`config.mk`:
```
export PLATFORM = sky130hd
export DESIGN_NAME = seq_ext_regs
export DESIGN_NICKNAME = d
export VERILOG_FILES = /design/src/rtl/seq_ext_regs.sv
export SDC_FILE = /design/constraint.sdc
export NUM_CORES = 1
export LEC_CHECK = 0
export ABC_AREA = 1
export BUFFER_PORTS_ARGS = -buffer_cell sky130_fd_sc_hd__buf_4
export CAP_MARGIN = 20
export CORE_ASPECT_RATIO = 1.25
export CORE_UTILIZATION = 57
export DETAILED_ROUTE_END_ITERATION = 8
export PLACE_DENSITY = 0.88
export SETUP_SLACK_MARGIN = 0.3
export SLEW_MARGIN = 5
export SYNTH_ARGS = -nofsm -noshare
export SYNTH_HDL_FRONTEND = slang
export SYNTH_SLANG_ARGS = --single-unit
```
`constraint.sdc`:
```
create_clock -name clk -period 2.5 [get_ports clk]
set_clock_uncertainty 0.05 [all_clocks]
set_input_delay 0 -clock clk [delete_from_list [all_inputs] [get_ports clk]]
set_output_delay 0 -clock clk [all_outputs]
set_load 0.005 [all_outputs]
```
`src/rtl/seq_ext_regs.sv`:
```
module seq_ext_regs #(
  parameter int        START_W = 16,
  parameter logic [7:0] IDX_VER = 8'h0B,
  parameter logic [7:0] IDX_MC2 = 8'h0D,
  parameter logic [7:0] IDX_MC1 = 8'h0E,
  parameter logic [7:0] IDX_PWR = 8'h0F,
  parameter logic [7:0] CHIP_ID = 8'h02,
  parameter logic [3:0] BANK_XOR = 4'h2
) (
  input  logic                 clk,
  input  logic                 rst_n,
  input  logic                 idx_we,
  input  logic                 data_we,
  input  logic                 data_re,
  input  logic [7:0]           wdata,
  output logic [7:0]           rdata,
  input  logic [START_W-1:0]   crtc_start,
  input  logic                 start_hi,
  output logic                 new_set,
  output logic [2:0]           emu_mode,
  output logic                 paging_en,
  output logic                 dram_clk_en,
  output logic [1:0]           bank128,
  output logic                 video16_en,
  output logic [3:0]           bank64,
  output logic [3:0]           sw_cfg,
  output logic                 bus_type,
  output logic                 io_hi,
  output logic                 rom_en,
  output logic                 rom16_en,
  output logic [START_W+4:0]   start_addr
);
  localparam int ASM_W = START_W + 2;

  logic [7:0] idx_q;
  logic [7:0] old_mc2, old_mc1, new_mc2, pwr_q;
  logic [3:0] new_bank;
  logic       new_b7;
  logic       sel_q;
  logic [ASM_W-1:0] asm_start;

  wire wr_ver = data_we && idx_q == IDX_VER;
  wire rd_ver = data_re && idx_q == IDX_VER;
  wire wr_mc2 = data_we && idx_q == IDX_MC2;
  wire wr_mc1 = data_we && idx_q == IDX_MC1;

  always_ff @(posedge clk) begin
    if (!rst_n) begin
      idx_q    <= '0;
      sel_q    <= 1'b0;
      old_mc2  <= '0;
      old_mc1  <= '0;
      new_mc2  <= '0;
      new_bank <= '0;
      new_b7   <= 1'b0;
      pwr_q    <= '0;
    end else begin
      if (idx_we) idx_q <= wdata;
      if (wr_ver) sel_q <= 1'b0;
      else if (rd_ver) sel_q <= 1'b1;
      if (wr_mc2) begin
        if (sel_q) new_mc2 <= wdata;
        else       old_mc2 <= wdata;
      end
      if (wr_mc1) begin
        if (sel_q) begin
          new_bank <= wdata[3:0] ^ BANK_XOR;
          new_b7   <= wdata[7];
        end else begin
          old_mc1  <= wdata;
        end
      end
      if (data_we && idx_q == IDX_PWR) pwr_q <= wdata;
    end
  end

  always_comb begin
    rdata = 8'h00;
    if (idx_q == IDX_VER)      rdata = CHIP_ID;
    else if (idx_q == IDX_MC2) rdata = sel_q ? new_mc2 : old_mc2;
    else if (idx_q == IDX_MC1) rdata = sel_q ? {new_b7, 3'b000, new_bank} : old_mc1;
    else if (idx_q == IDX_PWR) rdata = pwr_q;
  end

  assign new_set     = sel_q;
  assign emu_mode    = old_mc2[2:0];
  assign paging_en   = old_mc2[4];
  assign dram_clk_en = old_mc2[5];
  assign bank128     = old_mc1[2:1];
  assign video16_en  = old_mc1[3];
  assign bank64      = new_bank;
  assign sw_cfg      = pwr_q[3:0];
  assign bus_type    = pwr_q[4];
  assign io_hi       = pwr_q[5];
  assign rom_en      = pwr_q[6];
  assign rom16_en    = pwr_q[7];

  assign asm_start  = {old_mc1[0], start_hi, crtc_start};
  assign start_addr = paging_en ? {asm_start, 3'b000} : {1'b0, asm_start, 2'b00};

  AST_VER_READ_SETS_NEW: assert property (@(posedge clk) disable iff (!rst_n)
    (data_re && !data_we && idx_q == IDX_VER) |=> new_set);
  AST_VER_ID_VALUE: assert property (@(posedge clk) disable iff (!rst_n)
    (idx_q == IDX_VER) |-> rdata == CHIP_ID);
  AST_VER_WRITE_SETS_OLD: assert property (@(posedge clk) disable iff (!rst_n)
    (data_we && idx_q == IDX_VER) |=> !new_set);
  AST_BANK64_INVERTED: assert property (@(posedge clk) disable iff (!rst_n)
    (data_we && new_set && idx_q == IDX_MC1) |=> bank64 == ($past(wdata[3:0]) ^ BANK_XOR));
  AST_NEW_RSVD_ZERO: assert property (@(posedge clk) disable iff (!rst_n)
    (new_set && idx_q == IDX_MC1) |-> rdata[6:4] == 3'b000);
  AST_PWR_HOLDS: assert property (@(posedge clk) disable iff (!rst_n)
    !(data_we && idx_q == IDX_PWR) |=> $stable(pwr_q));
  AST_OLD_SET_HOLDS: assert property (@(posedge clk) disable iff (!rst_n)
    (new_set && !idx_we) |=> $stable({emu_mode, paging_en, dram_clk_en, bank128, video16_en}));
  AST_START_SCALE: assert property (@(posedge clk) disable iff (!rst_n)
    paging_en |-> start_addr[2:0] == 3'b000);
endmodule

```
# Word level (Yosys, flattened, before mapping)
# Index checks and enable logic that the tools add are counted.
# totals
inputBits	30
wordCells	32
register_bits	46
# classes
bitwise	3
n_reduce_logical	10
mux	7
eq_ne	4
# op_table
operator	n
$mux 8	6
$eq 8x4->1 const B	4
$mux 21	1
$reduce_and 2->1	4
$logic_and 1x1->1	5
$not 1->1	3
$reduce_or 2->1	1

# Depth between registers and ports, before layout
# Gate-level depths: netlist of run 1.
# depth
word_depth	5
depth_mapped	9

# Worst setup path before layout of run 1
# Ideal clock, no wire load.
# synth_timing
path_type	register to register
from	register sel_q, in the netlist new_set
to	register old_mc1[7]
setup_time_ns	0.110
arrival_time_ns	1.113
stages_incl_launch_ff	7
path_slack_ns	1.227
synth_period_minus_slack_ns	1.273
n_path_buf	2
required_ns	2.340
cell_sequence	dfxtp_1 > buf_2 > inv_1 > clkbuf_1 > nand4_1 > nand2_1 > nor2_1
# synth_between
elab_chain_len	2
# synth_rtl
item	line_no	rtl
start, declared	39	logic sel_q;
start signal, assigned	50	sel_q <= 1'b0;
start signal, assigned	59	if (wr_ver) sel_q <= 1'b0;
start signal, assigned	60	else if (rd_ver) sel_q <= 1'b1;
$not 1->1 (no line)	--	
$reduce_and 2->1 (no line)	--	
end signal, assigned	70	old_mc1 <= wdata;
end, declared	36	logic [7:0] old_mc2, old_mc1, new_mc2, pwr_q;
# No other way between the ends.
# A chain may end at the register's enable or synchronous reset.

# Worst setup path after layout of run 1
# layout_timing
from	register idx_q[7]
to	output rdata[7]
# layout_between
elab_chain_len	5
word_cells_on_any_way	8
cone_classes	eq/ne: 4; mux: 4
# layout_rtl
item	line_no	rtl
start, declared	35	logic [7:0] idx_q;
start signal, assigned	58	if (idx_we) idx_q <= wdata;
$eq 8x4->1	82	else if (idx_q == IDX_PWR) rdata = pwr_q;
$mux 8	82	
$mux 8	81	else if (idx_q == IDX_MC1) rdata = sel_q ? {new_b7, 3'b000, new_bank} : old_mc1;
$mux 8	80	else if (idx_q == IDX_MC2) rdata = sel_q ? new_mc2 : old_mc2;
$mux 8 *	79	if (idx_q == IDX_VER) rdata = CHIP_ID;
end, declared	16	output logic [7:0] rdata,
# Every way passes the cells marked *; elsewhere a longest branch is shown, timed or not.

==> reports/qor.yml, run 1 <==
status:
  status: "completed"
floorplan:
  chipWidth_um: 65.4
  ios: 80
  dieArea_um2: 5320
  fp.dieH_um: 81.3
  initial_core_util_pct: 59.7
  rows: 28
  core_um2: 4800
yosys:
  synth_cell_type_count: 21
  synth_edf_count: 0
  synth_area_leaders: "dfxtp_1, nand2_1, inv_1"
  async_reset_ff_share_pct: 0
  seq_area_frac_synth_pct: 32.1
  syn-cell-area_um2: 2870
  yosys_register_bits: 46
  netlist_instances: 472
  synth_top_area_share_pct: 32.1
  yosys_warnings: 0
  avgSynthCellArea_um2: 6.07
  ys_dominant_reg_cell: "dfxtp_1"
  synth_area_leader_cell: "dfxtp_1"
timing:
  relSlewSlack_pct: 50.7
  finalCritPeriodShare_pct: 80.4
  min_period_ps: 2010
  slew_violations: 0
  tightestPinTransition_ps: 739
  finalSetupTns_ps: 0
  finalSetupViolations: 0
  hold_viol_final: 0
  rsz0062_at_grt: "no"
  fmax_mhz: 497
setup_path:
  critical_path_class: "flip-flop to output port"
  cp.required_ps: 2450
  critPathArrivalTime_ps: 1960
  start_kind: "flip-flop"
  critical_path.max_fanout: 16
  cp-end-kind: "output port"
placed_design:
  dpl.hpwl_mm: 5.09
  portBuffers: 77
  dpl.cell_count: 580
  placed_area_um2: 3360
  place_congestion: 0.914
power:
  power_frac_comb_pct: 11.9
  clkPwrFrac_pct: 42.1
  p_leak_nw: 1.79
  switching_share_pct: 23.0
  p_int_mw: 1.25
  ir_drop_mv: 0.595
  switchingPower_mw: 0.374
  power.density_nw_per_um2: 451
  pwr-share-seq_pct: 46.1
clock_tree:
  cts_tree: "done"
  clock_latency_ps: 300
  postCtsSetupBuffers: 0
  htreeDepth: 2
  root_buffer: "clkbuf_8"
  cts.sinks: 46
  clockBufferDepth: 2
  cts_made_buffers: 5
  path_clk_slew_ps: 90
global_routing:
  grt_max_degree: 44
  antenna_found_initial: 0
  grt_util_all_layers_pct: 29.5
  grt_pass1_wl_mm: 12.0
  first_global_vias: 2746
  grt-ovfl-total: 0
final_layout:
  finalNonFillerCells: 599
  layout.nets: 568
  fin_area_um2: 3610
  drive_gt1_share_pct: 19.7
  syn2layout_area_growth_pct: 25.9
  n_fill_cell: 385
  n_antenna_cell: 0
detailed_routing:
  drtPass1Iterations: 6
  drt_wl_total_mm: 7.65
  drt_iter0_markers: 173
  drc: 0
  ant_nets: 0
  via_per_inst: 5.22
  vias: 3127
  wl_per_cell_um: 12.8
min_path:
  min_path_type: "primary input to flip-flop"
job:
  cap_violations: 0
worst max-delay path: stages (launching register included):
cell and delay [ps]:
dfxtp_1 330, inv_1 60, nand2_1 60, nor2_2 470
nand2_1 250, nand2_1 120, nor2_1 50, nor2_1 140
nor2_1 60, buf_4 130
worst paths after layout:
check | from | end | slack, ps | depth (start not counted)
setup / recovery | idx_q[7] | rdata[7] | 490 | 9
hold / removal | rst_n | bank64[2] | 70 | 3
setup reg to reg | idx_q[7] | pwr_q[3] | 790 | 6
hold reg to reg | pwr_q[5] | pwr_q[5] | 440 | 2
cell usage after synthesis, types with 2 or more instances:
library cell    n
buf_2           7
a21oi_1        17
o21ai_0        36
buf_1           5
dfxtp_1        46
nand3_4         3
buf_4           9
nand2_1       139
nor2_2          7
inv_1          85
nand3_1         9
buf_6           3
clkbuf_1        9
nand4_1        38
nand2_2         3
inv_2           2
nor2_8          2
nor2_1         49
final cells by class:
type | count | area (um2) | area share, %
repair buffers | 91 | 711 | 19.7
clock inverters | 2 | 60.1 | 1.66
flip-flops and latches | 46 | 921 | 25.5
multi-input cells | 307 | 1430 | 39.7
well taps | 60 | 75.1 | 2.08
inverters | 87 | 327 | 9.05
clock buffers | 6 | 82.6 | 2.29
layer usage:
layer | vias up | track usage [%] | wire length, um
li1 | 1574 | - | -
met1 | 1381 | 32.2 | 2830
met2 | 145 | 51.5 | 3810
met3 | 27 | 6.46 | 740
met4 | 0 | 17.8 | 274
met5 | - | 0 | 0
logic make-up after synthesis:
group	synth area share [%]
AND/OR/NAND/NOR	40.2
buffers and inverters	18.0
AO/OA/AOI/OAI	9.52
flip-flops	32.1
other	0.131
sequential cells by signal (all words and copies together), names as in the netlist:
register / cells
old_mc2: 8
pwr_q: 8
bank64: 4
old_mc1: 8
idx_q: 8
new_b7: 1
new_mc2: 8
new_set: 1
per-stage QoR:
stage | util [%] | hold WS [ps] | total power, mW | setup WS, ps
after floorplan | - | 32.9 | 0.863 | 1230
after global placement | 69.9 | 220 | 0.938 | 862
after detailed placement | 69.9 | 226 | 0.941 | 846
after CTS | 75.2 | 55.0 | 1.63 | 514
after global routing | 75.2 | 79.3 | 1.68 | 352
final | 75.2 | 69.3 | 1.63 | 490
power by group through the flow:
stage / combinational, mW / sequential [mW] / clock (mW)
2_1_floorplan: 0.0976 / 0.765 / 0
3_3_place_gp: 0.171 / 0.766 / 0
3_5_place_dp: 0.174 / 0.767 / 0
4_1_cts: 0.189 / 0.749 / 0.688
5_1_grt: 0.210 / 0.751 / 0.718
6_report: 0.193 / 0.749 / 0.684
cell usage in the layout (no fill, tap or decap):
cell           count
nand2_1          139
nand4_1           38
clkbuf_8           6
inv_2              2
buf_4             80
nor2_2             7
o211ai_1           1
nor2_8             2
nand3_1            9
nand3_2            1
dlygate4sd3_1     11
o21ai_0           36
bufinv_16          2
nand3_4            3
dfxtp_1           46
conb_1             2
inv_1             85
nor2_1            49
nand2_2            3
a21oi_1           17
repair_timing:
action / 4_1_cts / 5_1_grt
endpoints found under the hold margin: 18 / 0
gates resized for setup: 0 / 0
hold buffers: 11 / 0
Note: power is estimated with default switching activity, not from simulation.
==> run 2, diff against run 1 <==
--- a/config.mk
+++ b/config.mk
@@ -9,9 +9,9 @@
 export BUFFER_PORTS_ARGS = -buffer_cell sky130_fd_sc_hd__buf_4
 export CAP_MARGIN = 20
 export CORE_ASPECT_RATIO = 1.25
-export CORE_UTILIZATION = 57
+export CORE_UTILIZATION = 53
 export DETAILED_ROUTE_END_ITERATION = 8
-export PLACE_DENSITY = 0.88
+export PLACE_DENSITY = 0.83
 export SETUP_SLACK_MARGIN = 0.3
 export SLEW_MARGIN = 5
 export SYNTH_ARGS = -nofsm -noshare
==> constraint.sdc (replaced) <==
create_clock -name clk -period 1.93 [get_ports clk]
set_clock_uncertainty 0.05 [all_clocks]
set_input_delay 0 -clock clk [delete_from_list [all_inputs] [get_ports clk]]
set_output_delay 0 -clock clk [all_outputs]
set_load 0.005 [all_outputs]
==> run 2 against run 1 <==
Against the previous run:
- clock-buffer cell count up 1
- total power up 18%
- sequential cell count unchanged
- die area up 7.3%
- sequential share of layout area down 1.7 points
- core utilization up 1.0 points
- first-iteration DRC count up 8.7%
- register-to-register slack worse by 480 ps
- setup slack worse by 250 ps
- non-clock buffer count up 16
- combinational power up 61%
- critical endpoint is now rdata[1]
- largest cell class unchanged
==> reports/qor.yml, run 2 (same netlist as run 1, synthesis figures left out) <==
setup_path:
  cp.required_ps: 1880
  start_kind: "flip-flop"
  critical_path.max_fanout: 6
  r2r-start: "idx_q[6]"
  r2r_slack_ps: 310
  critical_path_class: "flip-flop to output port"
  reg2reg_depth: 9
  critPathArrivalTime_ps: 1640
  r2r-end: "old_mc1[5]"
  cp-end-kind: "output port"
floorplan:
  dieArea_um2: 5710
  chipWidth_um: 67.8
  fp.dieH_um: 84.2
  ios: 80
  initial_core_util_pct: 55.6
  core_um2: 5150
  rows: 29
power:
  ir_drop_mv: 0.535
  p_leak_nw: 1.92
  power_mw: 1.91
  power.density_nw_per_um2: 487
clock_tree:
  cts_tree: "done"
  htreeDepth: 2
  cts.sinks: 46
  root_buffer: "clkbuf_8"
  cts_made_buffers: 5
  clockBufferDepth: 2
  clock_latency_ps: 300
  path_clk_slew_ps: 90
detailed_routing:
  wl_met1_mm: 3.18
  drtPass1Iterations: 5
  vias: 3338
  wl_per_cell_um: 14.7
  drc: 0
  wl_met3_um: 899
  via_per_inst: 5.38
  drt_wl_total_mm: 9.12
  met2_length_mm: 4.55
  drt_iter0_markers: 188
  topRoutingLayerUsed: "met4"
  ant_nets: 0
timing:
  tightestPinTransition_ps: 516
  finalCritPeriodShare_pct: 87.5
  fmax_mhz: 592
  finalSetupViolations: 0
  relSlewSlack_pct: 65.6
  hold_viol_final: 0
  fin_ws_ps: 241
  min_period_ps: 1690
  rsz0062_at_grt: "yes"
  slew_violations: 0
  finalSetupTns_ps: 0
  holdWs_ps: 64.8
status:
  status: "completed"
min_path:
  min_path_type: "primary input to flip-flop"
  hold_path.startpoint: "rst_n"
  hold_depth: 3
  hold_end: "bank64[1]"
final_layout:
  drive_gt1_share_pct: 30.6
  layout.nets: 587
  n_fill_cell: 388
  final_cell_mix: "nand2_1, buf_4, inv_1"
  fin_util_pct: 76.3
  layout_commonest_cell: "nand2_1"
  fin_area_um2: 3930
  finalNonFillerCells: 620
  syn2layout_area_growth_pct: 37.1
  n_antenna_cell: 0
placed_design:
  place_congestion: 0.918
  placed_area_um2: 3400
  portBuffers: 77
  pre_cts_ws_ps: 361
  dpl.hpwl_mm: 5.33
  dpl.cell_count: 587
global_routing:
  antenna_found_initial: 0
  first_global_vias: 3039
  grt_util_all_layers_pct: 31.1
  grt_max_degree: 44
  grt_pass1_wl_mm: 13.6
  grt-ovfl-total: 0
job:
  cap_violations: 0
## run 2: changes by cell type in the layout (fill, tap and decap cells not counted), moves of 2 or more
cell,before,now
nor2_4,0,13
nand2_4,0,3
dfxtp_1,46,38
nor2_1,49,39
nand2_1,139,117
dfxtp_4,0,2
inv_1,85,81
nand3_1,9,7
inv_2,2,5
dfxtp_2,0,6
buf_4,80,91
nand2_2,3,21
bufinv_16,2,0
buf_6,0,6
## run 2: power by group
part | internal (mW) | total (mW) | switching [mW]
clock | 0.290 | 0.623 | 0.333
combinational | 0.135 | 0.311 | 0.176
sequential | 0.962 | 0.978 | 0.0163
total | 1.39 | 1.91 | 0.525
## run 2: routing by layer
layer	GRT usage, %	vias to the layer above
met2	53.6	211
met5	0	-
met3	5.16	40
met1	35.3	1465
met4	17.0	0
li1	-	1622
## run 2: layout make-up
cell class / count / area [um2] / area share (%)
Timing Repair Buffer: 107 / 851 / 21.7
Clock inverter: 1 / 5.00 / 0.127
Sequential cell: 46 / 936 / 23.8
Tap cell: 62 / 77.6 / 1.97
Clock buffer: 7 / 86.3 / 2.20
Inverter: 87 / 329 / 8.38
Multi-Input combinational cell: 310 / 1640 / 41.8
## run 2: worst max-delay path by stage
stage                  start          to  slack (ps)  cells past startpoint
floorplan            new_set  old_mc1[7]         660                      6
global placement    idx_q[7]    rdata[7]         360                      8
detailed placement  idx_q[5]    rdata[2]         360                      8
CTS                 idx_q[3]    rdata[7]         290                      9
global route        idx_q[5]    rdata[1]         200                      7
finish              idx_q[6]    rdata[1]         240                      7
## run 2: timing repair
action | CTS | global route
hold buffers | 10 | 0
setup buffers | 7 | 4
pin swaps | 3 | 19
gates resized for setup | 17 | 55
gates cloned | 4 | 0
hold endpoints to repair | 18 | 0
setup endpoints to repair | 8 | 37
## run 2: critical path, cell delays in order, from the launching register on
cell and delay [ps]:
dfxtp_2 350, nor2_4 160, nand2_8 120, buf_6 150, nor2_4 200, nand2_2 120
nand4_1 120, buf_4 120
==> run 3, diff against run 2 <==
--- a/config.mk
+++ b/config.mk
@@ -9,9 +9,9 @@
 export BUFFER_PORTS_ARGS = -buffer_cell sky130_fd_sc_hd__buf_4
 export CAP_MARGIN = 20
 export CORE_ASPECT_RATIO = 1.25
-export CORE_UTILIZATION = 53
+export CORE_UTILIZATION = 47
 export DETAILED_ROUTE_END_ITERATION = 8
-export PLACE_DENSITY = 0.83
+export PLACE_DENSITY = 0.78
 export SETUP_SLACK_MARGIN = 0.3
 export SLEW_MARGIN = 5
 export SYNTH_ARGS = -nofsm -noshare
==> constraint.sdc (replaced) <==
create_clock -name clk -period 1.5 [get_ports clk]
set_clock_uncertainty 0.05 [all_clocks]
set_input_delay 0 -clock clk [delete_from_list [all_inputs] [get_ports clk]]
set_output_delay 0 -clock clk [all_outputs]
set_load 0.005 [all_outputs]
==> run 3 against run 2 <==
Against the previous run:
- the run now ends with setup timing left
- sequential cell count unchanged
- clock power increased by 50%
- critical path depth increased by 1
- hold slack got worse by 7.4 ps
- cell area increased by 12%
- core utilization decreased by 0.88 points
- register-to-register slack got worse by 420 ps
- global-route usage decreased by 2.0 points
- sequential power increased by 29%
- cell count increased by 6.3%
- first-iteration DRC count increased by 35%
- clock-buffer cell count decreased by 2
==> reports/qor.yml, run 3 (same netlist as run 1, synthesis figures left out) <==
status:
  status: "complete, but fails checks"
  failed_checks: "setup timing"
clock_tree:
  cts_made_buffers: 5
  cts.sinks: 46
  path_clk_slew_ps: 90
  htreeDepth: 2
  cts_tree: "done"
  root_buffer: "clkbuf_8"
  clockBufferDepth: 2
  clock_latency_ps: 310
global_routing:
  first_global_vias: 3238
  grt_pass1_wl_mm: 14.4
  antenna_found_initial: 0
  grt_max_degree: 40
  grt-ovfl-total: 0
  grt_util_all_layers_pct: 29.2
detailed_routing:
  ant_nets: 0
  vias: 3507
  drt_wl_total_mm: 10.0
  drtPass1Iterations: 5
  drt_iter0_markers: 254
  drc: 0
  wl_per_cell_um: 15.2
  via_per_inst: 5.32
power:
  p_int_mw: 1.93
  p_leak_nw: 2.12
  power_frac_comb_pct: 17.1
  power_mw: 2.64
  clkPwrFrac_pct: 35.3
  ir_drop_mv: 0.708
  power.density_nw_per_um2: 599
  switchingPower_mw: 0.715
  pwr-share-seq_pct: 47.6
  switching_share_pct: 27.1
min_path:
  min_path_type: "primary input to flip-flop"
  hold_depth: 3
job:
  cap_violations: 0
placed_design:
  pre_cts_ws_ps: 49.4
  dpl.hpwl_mm: 5.54
  portBuffers: 77
  placed_area_um2: 3490
  dpl.cell_count: 610
  place_congestion: 0.846
floorplan:
  fp.dieH_um: 89.3
  core_um2: 5860
  dieArea_um2: 6420
  rows: 31
  ios: 80
  chipWidth_um: 71.9
  initial_core_util_pct: 48.9
final_layout:
  drive_gt1_share_pct: 40.9
  n_fill_cell: 389
  layout.nets: 606
  final_cell_mix: "nand2_1, buf_4, inv_1"
  n_antenna_cell: 0
  fin_area_um2: 4410
  layout_commonest_cell: "nand2_1"
  syn2layout_area_growth_pct: 54.0
  finalNonFillerCells: 659
timing:
  fmax_mhz: 592
  hold_viol_final: 0
  finalCritPeriodShare_pct: 113
  slew_violations: 0
  finalSetupTns_ps: -2060
  min_period_ps: 1690
  finalSetupViolations: 28
  fin_ws_ps: -189
  rsz0062_at_grt: "yes"
setup_path:
  cpPeakStageDelay_ps: 350
  reg2reg_depth: 10
  cp.required_ps: 1450
  start_kind: "flip-flop"
  critical_path.max_fanout: 5
  crit_chain: "nor2_4 -> nand2_8 -> nor2_4 -> nand2_4 -> nor2_1 -> nor2_1 -> nor2_2 -> buf_4"
  critical_path_class: "flip-flop to output port"
  slowest_stage: "dfxtp_2"
  cp-end-kind: "output port"
  critPathArrivalTime_ps: 1640
-- run 3: cell count changes in the layout (fill, tap and decap cells not counted), moves of 4 or more --
| cell | previous run | this run |
|---|---|---|
| inv_2 | 5 | 16 |
| nand2_2 | 21 | 34 |
| buf_12 | 0 | 4 |
| nand2_4 | 3 | 8 |
| inv_1 | 81 | 67 |
| nor2_2 | 7 | 12 |
| o21ai_1 | 0 | 11 |
| o21ai_2 | 0 | 5 |
| buf_6 | 6 | 21 |
| buf_4 | 91 | 87 |
| o21ai_0 | 36 | 20 |
| nand2_1 | 117 | 99 |
-- run 3: cell type report --
| cell class | instances | area, um2 | area share [%] |
|---|---|---|---|
| tap | 82 | 103 | 2.32 |
| multi-input combinational | 310 | 1750 | 39.7 |
| sequential | 46 | 943 | 21.4 |
| timing repair buffer | 126 | 1170 | 26.4 |
| inverter | 87 | 340 | 7.71 |
| clock inverter | 3 | 40.0 | 0.907 |
| clock buffer | 5 | 68.8 | 1.56 |
-- run 3: per-stage QoR --
stage | hold slack, ps | util [%]
6_report | 57.4 | 75.4
5_1_grt | 62.2 | 75.4
4_1_cts | 43.8 | 71.1
3_5_place_dp | 223 | 59.6
3_3_place_gp | 219 | 59.6
2_1_floorplan | 32.9 | -
-- run 3: worst max-delay path, delay by kind of cell, from the launching register on --
family / cells / cell delay (ps)
flip-flops: 1 / 350
buffers and inverters: 1 / 120
AND/OR/NAND/NOR: 7 / 880
-- run 3: worst paths after layout --
check | start | slack [ps] | endpoint
min | rst_n | 60 | old_mc1[1]
min reg2reg | pwr_q[2] | 450 | pwr_q[2]
max reg2reg | idx_q[1] | -110 | old_mc1[7]
max | idx_q[5] | -190 | rdata[3]
-- run 3: routing by layer --
metal,vias to the layer above,wire [um],track usage (%)
met5,-,0,0
met4,0,539,19.3
met3,52,855,5.64
met2,217,5080,54.7
met1,1575,3560,29.4
li1,1663,-,-
-- run 3: power by group through the flow --
| stage | logic [mW] | registers [mW] | clock network [mW] |
|---|---|---|---|
| after floorplan | 0.167 | 1.28 | 0 |
| after global placement | 0.305 | 1.28 | 0 |
| after detailed placement | 0.309 | 1.28 | 0 |
| after CTS | 0.394 | 1.26 | 0.928 |
| after global routing | 0.478 | 1.26 | 0.981 |
| final | 0.451 | 1.26 | 0.934 |
-- run 3: what timing repair did --
item	4_1_cts	5_1_grt
gates resized for setup	77	78
hold endpoints to repair	18	0
pin swaps	56	40
buffers inserted	19	6
hold buffers	10	0
gates cloned	5	1
endpoints found under the setup margin	55	63
